## src/rtl/lpbk_pkg.sv

```systemverilog
package lpbk_pkg;

  typedef enum logic [1:0] {
    PATH_NORMAL = 2'b00,
    PATH_BIST   = 2'b01,
    PATH_FAC    = 2'b10
  } path_e;

endpackage

```

## src/rtl/lpbk_rst_sync.sv

```systemverilog
module lpbk_rst_sync (
  input  logic clk,
  input  logic rst_n,
  output logic rst_sync_n
);

  logic stage1_q;
  logic stage2_q;

  always_ff @(posedge clk or negedge rst_n) begin
    if (!rst_n) begin
      stage1_q <= 1'b0;
      stage2_q <= 1'b0;
    end else begin
      stage1_q <= 1'b1;
      stage2_q <= stage1_q;
    end
  end

  assign rst_sync_n = stage2_q;

endmodule

```

## src/rtl/lpbk_regfile.sv

```systemverilog
module lpbk_regfile #(
  parameter int NCH = 16,
  parameter int AW  = 6,
  parameter int DW  = 8
) (
  input  logic           clk,
  input  logic           rst_n,
  input  logic [AW-1:0]  addr_i,
  input  logic           cs_n_i,
  input  logic           rd_i,
  input  logic [DW-1:0]  wdata_i,
  input  logic           status_i,
  output logic [NCH-1:0] lpbk_o,
  output logic [DW-1:0]  rdata_o,
  output logic           oe_o
);

  localparam int NBYTES    = NCH / DW;
  localparam int STAT_ADDR = NBYTES;

  logic [NCH-1:0] lpbk_q, lpbk_d;
  logic [DW-1:0]  rdata_q, rdata_d;
  logic           oe_q, oe_d;
  logic           wr_en, rd_en;

  assign wr_en = !cs_n_i && !rd_i;
  assign rd_en = !cs_n_i &&  rd_i;

  // next state: byte-lane writes
  always_comb begin
    lpbk_d = lpbk_q;
    for (int b = 0; b < NBYTES; b++) begin
      if (wr_en && (addr_i == AW'(b))) begin
        lpbk_d[b*DW +: DW] = wdata_i;
      end
    end
  end

  // next state: read mux
  always_comb begin
    rdata_d = '0;
    for (int b = 0; b < NBYTES; b++) begin
      if (addr_i == AW'(b)) begin
        rdata_d = lpbk_q[b*DW +: DW];
      end
    end
    if (addr_i == AW'(STAT_ADDR)) begin
      rdata_d = {{(DW-1){1'b0}}, status_i};
    end
    oe_d = rd_en;
  end

  always_ff @(posedge clk or negedge rst_n) begin
    if (!rst_n) begin
      lpbk_q  <= '0;
      rdata_q <= '0;
      oe_q    <= 1'b0;
    end else begin
      if (wr_en) lpbk_q <= lpbk_d;
      if (rd_en) rdata_q <= rdata_d;
      oe_q <= oe_d;
    end
  end

  assign lpbk_o  = lpbk_q;
  assign oe_o    = oe_q;
  assign rdata_o = oe_q ? rdata_q : '0;

  // a deselected cycle never drives the bus
  a_r9_no_drive_when_deselected: assert property (@(posedge clk) disable iff (!rst_n)
    $past(cs_n_i) |-> !oe_o);

  // a deselected cycle never changes the enable register
  a_r9_no_write_when_deselected: assert property (@(posedge clk) disable iff (!rst_n)
    $past(cs_n_i) |-> $stable(lpbk_q));

  // bus is quiet while the enable is low
  a_r8_quiet_bus: assert property (@(posedge clk) disable iff (!rst_n)
    !oe_o |-> (rdata_o == '0));

endmodule

```

## src/rtl/lpbk_route.sv

```systemverilog
module lpbk_route
  import lpbk_pkg::*;
#(
  parameter int NCH = 16
) (
  input  logic             clk,
  input  logic             rst_n,
  input  logic             bist_i,
  input  logic             half_i,
  input  logic             fac_i,
  input  logic [NCH-1:0]   lpbk_i,
  output logic [2*NCH-1:0] mode_o,
  output logic             conflict_o
);

  localparam int HALF = NCH / 2;

  path_e       mode_d [NCH];
  path_e       mode_q [NCH];
  logic        conflict_d, conflict_q;
  logic [NCH-1:0] is_bist, is_fac;

  assign conflict_d = bist_i && (fac_i || (|lpbk_i));

  for (genvar ch = 0; ch < NCH; ch++) begin : g_chan
    always_comb begin
      if (bist_i && (!half_i || (ch < HALF))) begin
        mode_d[ch] = PATH_BIST;
      end else if (!bist_i && (fac_i || lpbk_i[ch])) begin
        mode_d[ch] = PATH_FAC;
      end else begin
        mode_d[ch] = PATH_NORMAL;
      end
    end

    always_ff @(posedge clk or negedge rst_n) begin
      if (!rst_n) mode_q[ch] <= PATH_NORMAL;
      else        mode_q[ch] <= mode_d[ch];
    end

    assign mode_o[2*ch +: 2] = mode_q[ch];
    assign is_bist[ch] = (mode_q[ch] == PATH_BIST);
    assign is_fac[ch]  = (mode_q[ch] == PATH_FAC);
  end

  always_ff @(posedge clk or negedge rst_n) begin
    if (!rst_n) conflict_q <= 1'b0;
    else        conflict_q <= conflict_d;
  end

  assign conflict_o = conflict_q;

  // the two loopback kinds never coexist across the channels
  a_r6_exclusive: assert property (@(posedge clk) disable iff (!rst_n)
    !((|is_bist) && (|is_fac)));

  // a flagged conflict means line-side loopback is off everywhere
  a_r6_conflict_suppresses: assert property (@(posedge clk) disable iff (!rst_n)
    conflict_o |-> (is_fac == '0));

  // half-width self-test leaves the upper channels normal
  a_r3_upper_normal: assert property (@(posedge clk) disable iff (!rst_n)
    $past(bist_i && half_i) |-> (is_bist[NCH-1:HALF] == '0) && (is_fac == '0));

endmodule

```

## src/rtl/lpbk_ctrl_unit.sv

```systemverilog
module lpbk_ctrl_unit #(
  parameter int NCH = 16,
  parameter int AW  = 6,
  parameter int DW  = 8
) (
  input  logic             clk,
  input  logic             rst_n,
  input  logic             bist_lpbk_i,
  input  logic             bist_half_i,
  input  logic             fac_lpbk_i,
  input  logic [AW-1:0]    cfg_addr_i,
  input  logic             cfg_cs_n_i,
  input  logic             cfg_rd_i,
  input  logic [DW-1:0]    cfg_wdata_i,
  output logic [DW-1:0]    cfg_rdata_o,
  output logic             cfg_rdata_oe_o,
  output logic [2*NCH-1:0] chan_mode_o,
  output logic             conflict_o
);

  logic           rst_int_n;
  logic [NCH-1:0] lpbk_en;

  lpbk_rst_sync u_rst (
    .clk        (clk),
    .rst_n      (rst_n),
    .rst_sync_n (rst_int_n)
  );

  lpbk_regfile #(.NCH(NCH), .AW(AW), .DW(DW)) u_regs (
    .clk      (clk),
    .rst_n    (rst_int_n),
    .addr_i   (cfg_addr_i),
    .cs_n_i   (cfg_cs_n_i),
    .rd_i     (cfg_rd_i),
    .wdata_i  (cfg_wdata_i),
    .status_i (conflict_o),
    .lpbk_o   (lpbk_en),
    .rdata_o  (cfg_rdata_o),
    .oe_o     (cfg_rdata_oe_o)
  );

  lpbk_route #(.NCH(NCH)) u_route (
    .clk        (clk),
    .rst_n      (rst_int_n),
    .bist_i     (bist_lpbk_i),
    .half_i     (bist_half_i),
    .fac_i      (fac_lpbk_i),
    .lpbk_i     (lpbk_en),
    .mode_o     (chan_mode_o),
    .conflict_o (conflict_o)
  );

endmodule

```

## config.mk

```make
export PLATFORM = sky130hd
export DESIGN_NAME = lpbk_ctrl_unit
export DESIGN_NICKNAME = d
export VERILOG_FILES = /design/src/rtl/lpbk_pkg.sv /design/src/rtl/lpbk_rst_sync.sv /design/src/rtl/lpbk_regfile.sv /design/src/rtl/lpbk_route.sv /design/src/rtl/lpbk_ctrl_unit.sv
export SDC_FILE = /design/constraint.sdc
export NUM_CORES = 1
export LEC_CHECK = 0
export ABC_AREA = 1
export BUFFER_PORTS_ARGS = -buffer_cell sky130_fd_sc_hd__buf_2
export CORE_MARGIN = 2
export CORE_UTILIZATION = 45
export DETAILED_ROUTE_END_ITERATION = 10
export PLACE_DENSITY = 0.72
export SYNTH_ARGS = -nofsm -noshare
export SYNTH_HDL_FRONTEND = slang
export SYNTH_SLANG_ARGS = --single-unit
```

## constraint.sdc

```tcl
create_clock -name clk -period 4.1 [get_ports clk]
set_input_delay 0 -clock clk [delete_from_list [all_inputs] [get_ports clk]]
set_output_delay 0 -clock clk [all_outputs]
set_load 0.1 [all_outputs]
```

Yosys cells after proc, flatten, opt, wreduce, memory -nomap -nowiden:

Index checks and enable logic that the tools add are counted.

* equal/unequal tests: 2
* multiplexer cells: 36
* reductions and logical operators: 47

Operator list (number)
* $mux W2: 32
* $mux W8: 4
* $logic_and A1 B1 Y1: 22
* $logic_or A1 B1 Y1: 17
* $reduce_or A16 Y1: 1
* $eq A6 B1 Y1 const B: 1
* $eq A6 B2 Y1 const B: 1
* $logic_not A6 Y1: 1
* $logic_not A1 Y1: 4
* $reduce_and A2 Y1: 2

* output and inout port bits: 42
* bits in registers: 60
* word-level logic and storage cells: 108

Depth between registers and ports, before layout:

* word-level depth: 4
* depth in mapped cells: 7
* depth with buffers taken out: 7

Hierarchy:

Synthesis repeated with hierarchy kept, for this count alone.

* cell total of the unflattened synthesis: 237
* area, all modules: 2122.0 µm²

Modules (own cells, without submodules)
* lpbk_regfile: area each 1260.0 µm², cells an instance 152, instances 1
* lpbk_route: area each 808.3 µm², cells an instance 82, instances 1
* lpbk_rst_sync: area each 53.8 µm², cells an instance 3, instances 1

Worst setup path before layout:

Ideal clock, no wire load.

* path type: register to output
* from: reg u_regs.oe_q (netlist: u_regs.oe_o)
* to: out cfg_rdata_o[1]
* slack: 2.243 ns
* data required time: 4.100 ns
* data arrival time: 1.857 ns
* cell stages (with the launch flop): 4
* path through: dfrtp_1 clkbuf_1 nand2_1 inv_1

* cells in the longest elaborated chain, start to end: 1

Ends and longest elaborated chain
* start, declared: RTL line lpbk_regfile.sv:23 `logic oe_q, oe_d;`
* start signal, assigned: RTL line lpbk_regfile.sv:57 `oe_q <= 1'b0;`
* start signal, assigned: RTL line lpbk_regfile.sv:61 `oe_q <= oe_d;`
* $mux W8: RTL line lpbk_regfile.sv:67 `assign rdata_o = oe_q ? rdata_q : '0;`
* end, declared: RTL line lpbk_ctrl_unit.sv:15 `output logic [DW-1:0] cfg_rdata_o,`

Every way passes these cells.

Final worst setup path:

* from: reg u_regs.oe_q (netlist: u_regs.oe_o)
* to: out cfg_rdata_o[2]

The elaborated chain is that of the path after synthesis.

==> metrics <==
ANT cells 0; WHS Path Cells 3; IO Port Bufs a little over 60; leakage 1.40 nW; Final Skew 0.00646 ns; Fmax 749 MHz; vias in the first global route about 1500; Clock transition at path regs roughly 0.070 ns; # setup viols final 0; min cycle time layout about 1.3 ns; first-pass GRT wire length 7.00 mm; Synth Area per Inst 9.11 sq um; Synth warnings 0; Crit. End Element primary output; type of origin of the critical path flop; postcts setup bufs 0; placed instance area 2240 sq um; Synth Register Bits 46; critical path class flop to primary output; clock sinks 46; final design instance area without fill 2490 sq um; worst-skew pair later-pin latency about 0.3 ns; Slew Viols, Final 0; Nets 304; syn_nets about 240; CP Max Fanout 9; Post-route DRC 0; CTS buffer count 5; GRT Util Overall 0.180; multi-input logic area around 600 sq um; total negative slack 0 ns; DRT Wirelength between 4 and 5 mm; die span in x 70.7 um; Placer Congestion about 0.78; RSZ-0062 raised after global routing no; initial antenna violation count 0; CTS root buf clkbuf_8; commonest non-fill, non-tap cell in the layout buf_2; Initial Util 0.463; final instance count without filler cells roughly 340; vias approximately 1600; Die H just over 70 um; total I/O pin count 63; Reg area approximately 1200 sq um; measured slew at the worst slew-check pin about 0.9 ns; CTS tree done; max_slew headroom 0.393; data required time of the worst path between 4 and 5 ns; Via density 4.71; worst r2r src u_regs.lpbk_o[12]; status complete, no violations; Worst Reg2Reg Path Length in Cells 4; MaxCap Viol Count 0; post-synthesis cell area 2000 sq um; Cells after DPL about 310; Max IR drop VDD about 0.22 mV; WP data arrival 1.33 ns; routed length per instance ~12 um; drt initial violations a little under 80; First-pass DRT Iterations 4; clock tree buffer depth 2; fillcell total approximately 420; Core Box Area roughly 4300 sq um; grt total ovfl 0; synthesis-to-layout area growth 24.5%; fin crit share 0.325; register area share after synthesis 0.575; DIE AREA between 5000 and 6000 sq um; CTS H-tree depth 2; layout cell share with drive strength beyond 1 0.285; post-route ant nets 0; pwr/cell area 434 nW/um^2; Rows 24; post-DP HPWL between 2 and 3 mm; Final Total Pwr 1.08 mW; Synth cell types 23; largest net degree at the start of global routing 45; Final Hold Violating Endpoints 0; CP startpoint u_regs.oe_o; most frequent cells in the layout 62 x buf_2, 45 x dfrtp_1, 34 x nor2_1; hold path startpoint cfg_rd_i; gate count of the mapped netlist 220; worst min path class input port to flop
==> Yosys cell counts <==
library cell	number	area, sq um
clkbuf_1	4	15.0
nor2_2	1	6.26
buf_2	1	5.00
dfrtp_1	46	1150
conb_1	1	3.75
nand2_2	2	12.5
nand3_1	4	20.0
o21ai_0	7	35.0
nand4_2	1	12.5
clkinv_1	1	3.75
nor3_1	1	5.00
o21ai_1	7	35.0
inv_1	29	109
buf_6	1	11.3
o21ai_2	2	17.5
nor2_4	3	33.8
nand3_4	1	17.5
nor3_4	1	16.3
nand2_1	32	120
buf_4	14	105
nand4_1	4	25.0
a21oi_1	23	115
nor2_1	34	128
==> sequential cells by signal, indices dropped and copies added, names as in the netlist <==
name                flops
u_route.conflict_o      1
u_regs.rdata_q          8
u_route.mode_o         18
u_rst.stage1_q          1
u_regs.oe_o             1
u_rst.rst_sync_n        1
u_regs.lpbk_o          16
==> path summary, 6_finish.rpt <==
check	endpoint	slack (ns)
setup reg to reg	u_route.conflict_o	3.11
max in group asynchronous	u_route.mode_o[21]	3.12
setup / recovery	cfg_rdata_o[2]	2.77
hold reg to reg	u_rst.rst_sync_n	0.35
min in group asynchronous	u_regs.lpbk_o[13]	0.41
hold / removal	u_regs.oe_o	0.04
==> per-stage QoR <==
step / utilization / hold slack, ns / setup slack [ns]
after global routing: 0.577 / 0.0641 / 2.63
after global placement: 0.519 / -0.215 / 2.91
after CTS: 0.577 / 0.0337 / 2.74
final: 0.577 / 0.0422 / 2.77
after detailed placement: 0.519 / -0.211 / 2.84
after floorplan: - / -0.296 / 2.24
==> kinds of logic after synthesis <==
group,after synthesis,synth area share
DFF,46,0.575
and+or+nand+nor,84,0.198
buffers and inverters,50,0.124
other,1,0.00187
AOI/OAI and AO/OA,39,0.101
==> critical path: stages (launching register included) <==
cell and delay (ns):
dfrtp_1 0.48, nand2_1 0.08, inv_1 0.06, buf_2 0.41
==> report_power, final <==
group / internal (mW) / leakage, nW / switching, mW
clock network: 0.182 / 0.0514 / 0.148
logic: 0.0462 / 0.817 / 0.200
registers: 0.484 / 0.528 / 0.0216
total: 0.712 / 1.40 / 0.370
==> layout make-up <==
| cell class | instances | area share |
|---|---|---|
| flip-flops and latches | 46 | 0.462 |
| multi-input cells | 124 | 0.242 |
| repair buffers | 76 | 0.181 |
| inverters | 30 | 0.0452 |
| clock buffers | 6 | 0.0291 |
| well taps | 52 | 0.0261 |
| clock inverters | 2 | 0.0151 |
==> routing by layer <==
metal | GRT usage | part of all wire | vias to the layer above
li1 | - | - | 795
met1 | 0.241 | 0.45 | 737
met2 | 0.283 | 0.48 | 43
met3 | 0.0427 | 0.049 | 6
met4 | 0.0755 | 0.017 | 0
met5 | 0 | 0 | -
==> repair_timing <==
| item | 4_1_cts | 5_1_grt |
|---|---|---|
| setup endpoints to repair | 0 | 0 |
| resized for setup | 0 | 0 |
| hold buffers | 14 | 0 |
| hold endpoints to repair | 22 | 0 |
No activity file was read; power rests on OpenSTA's default activity.
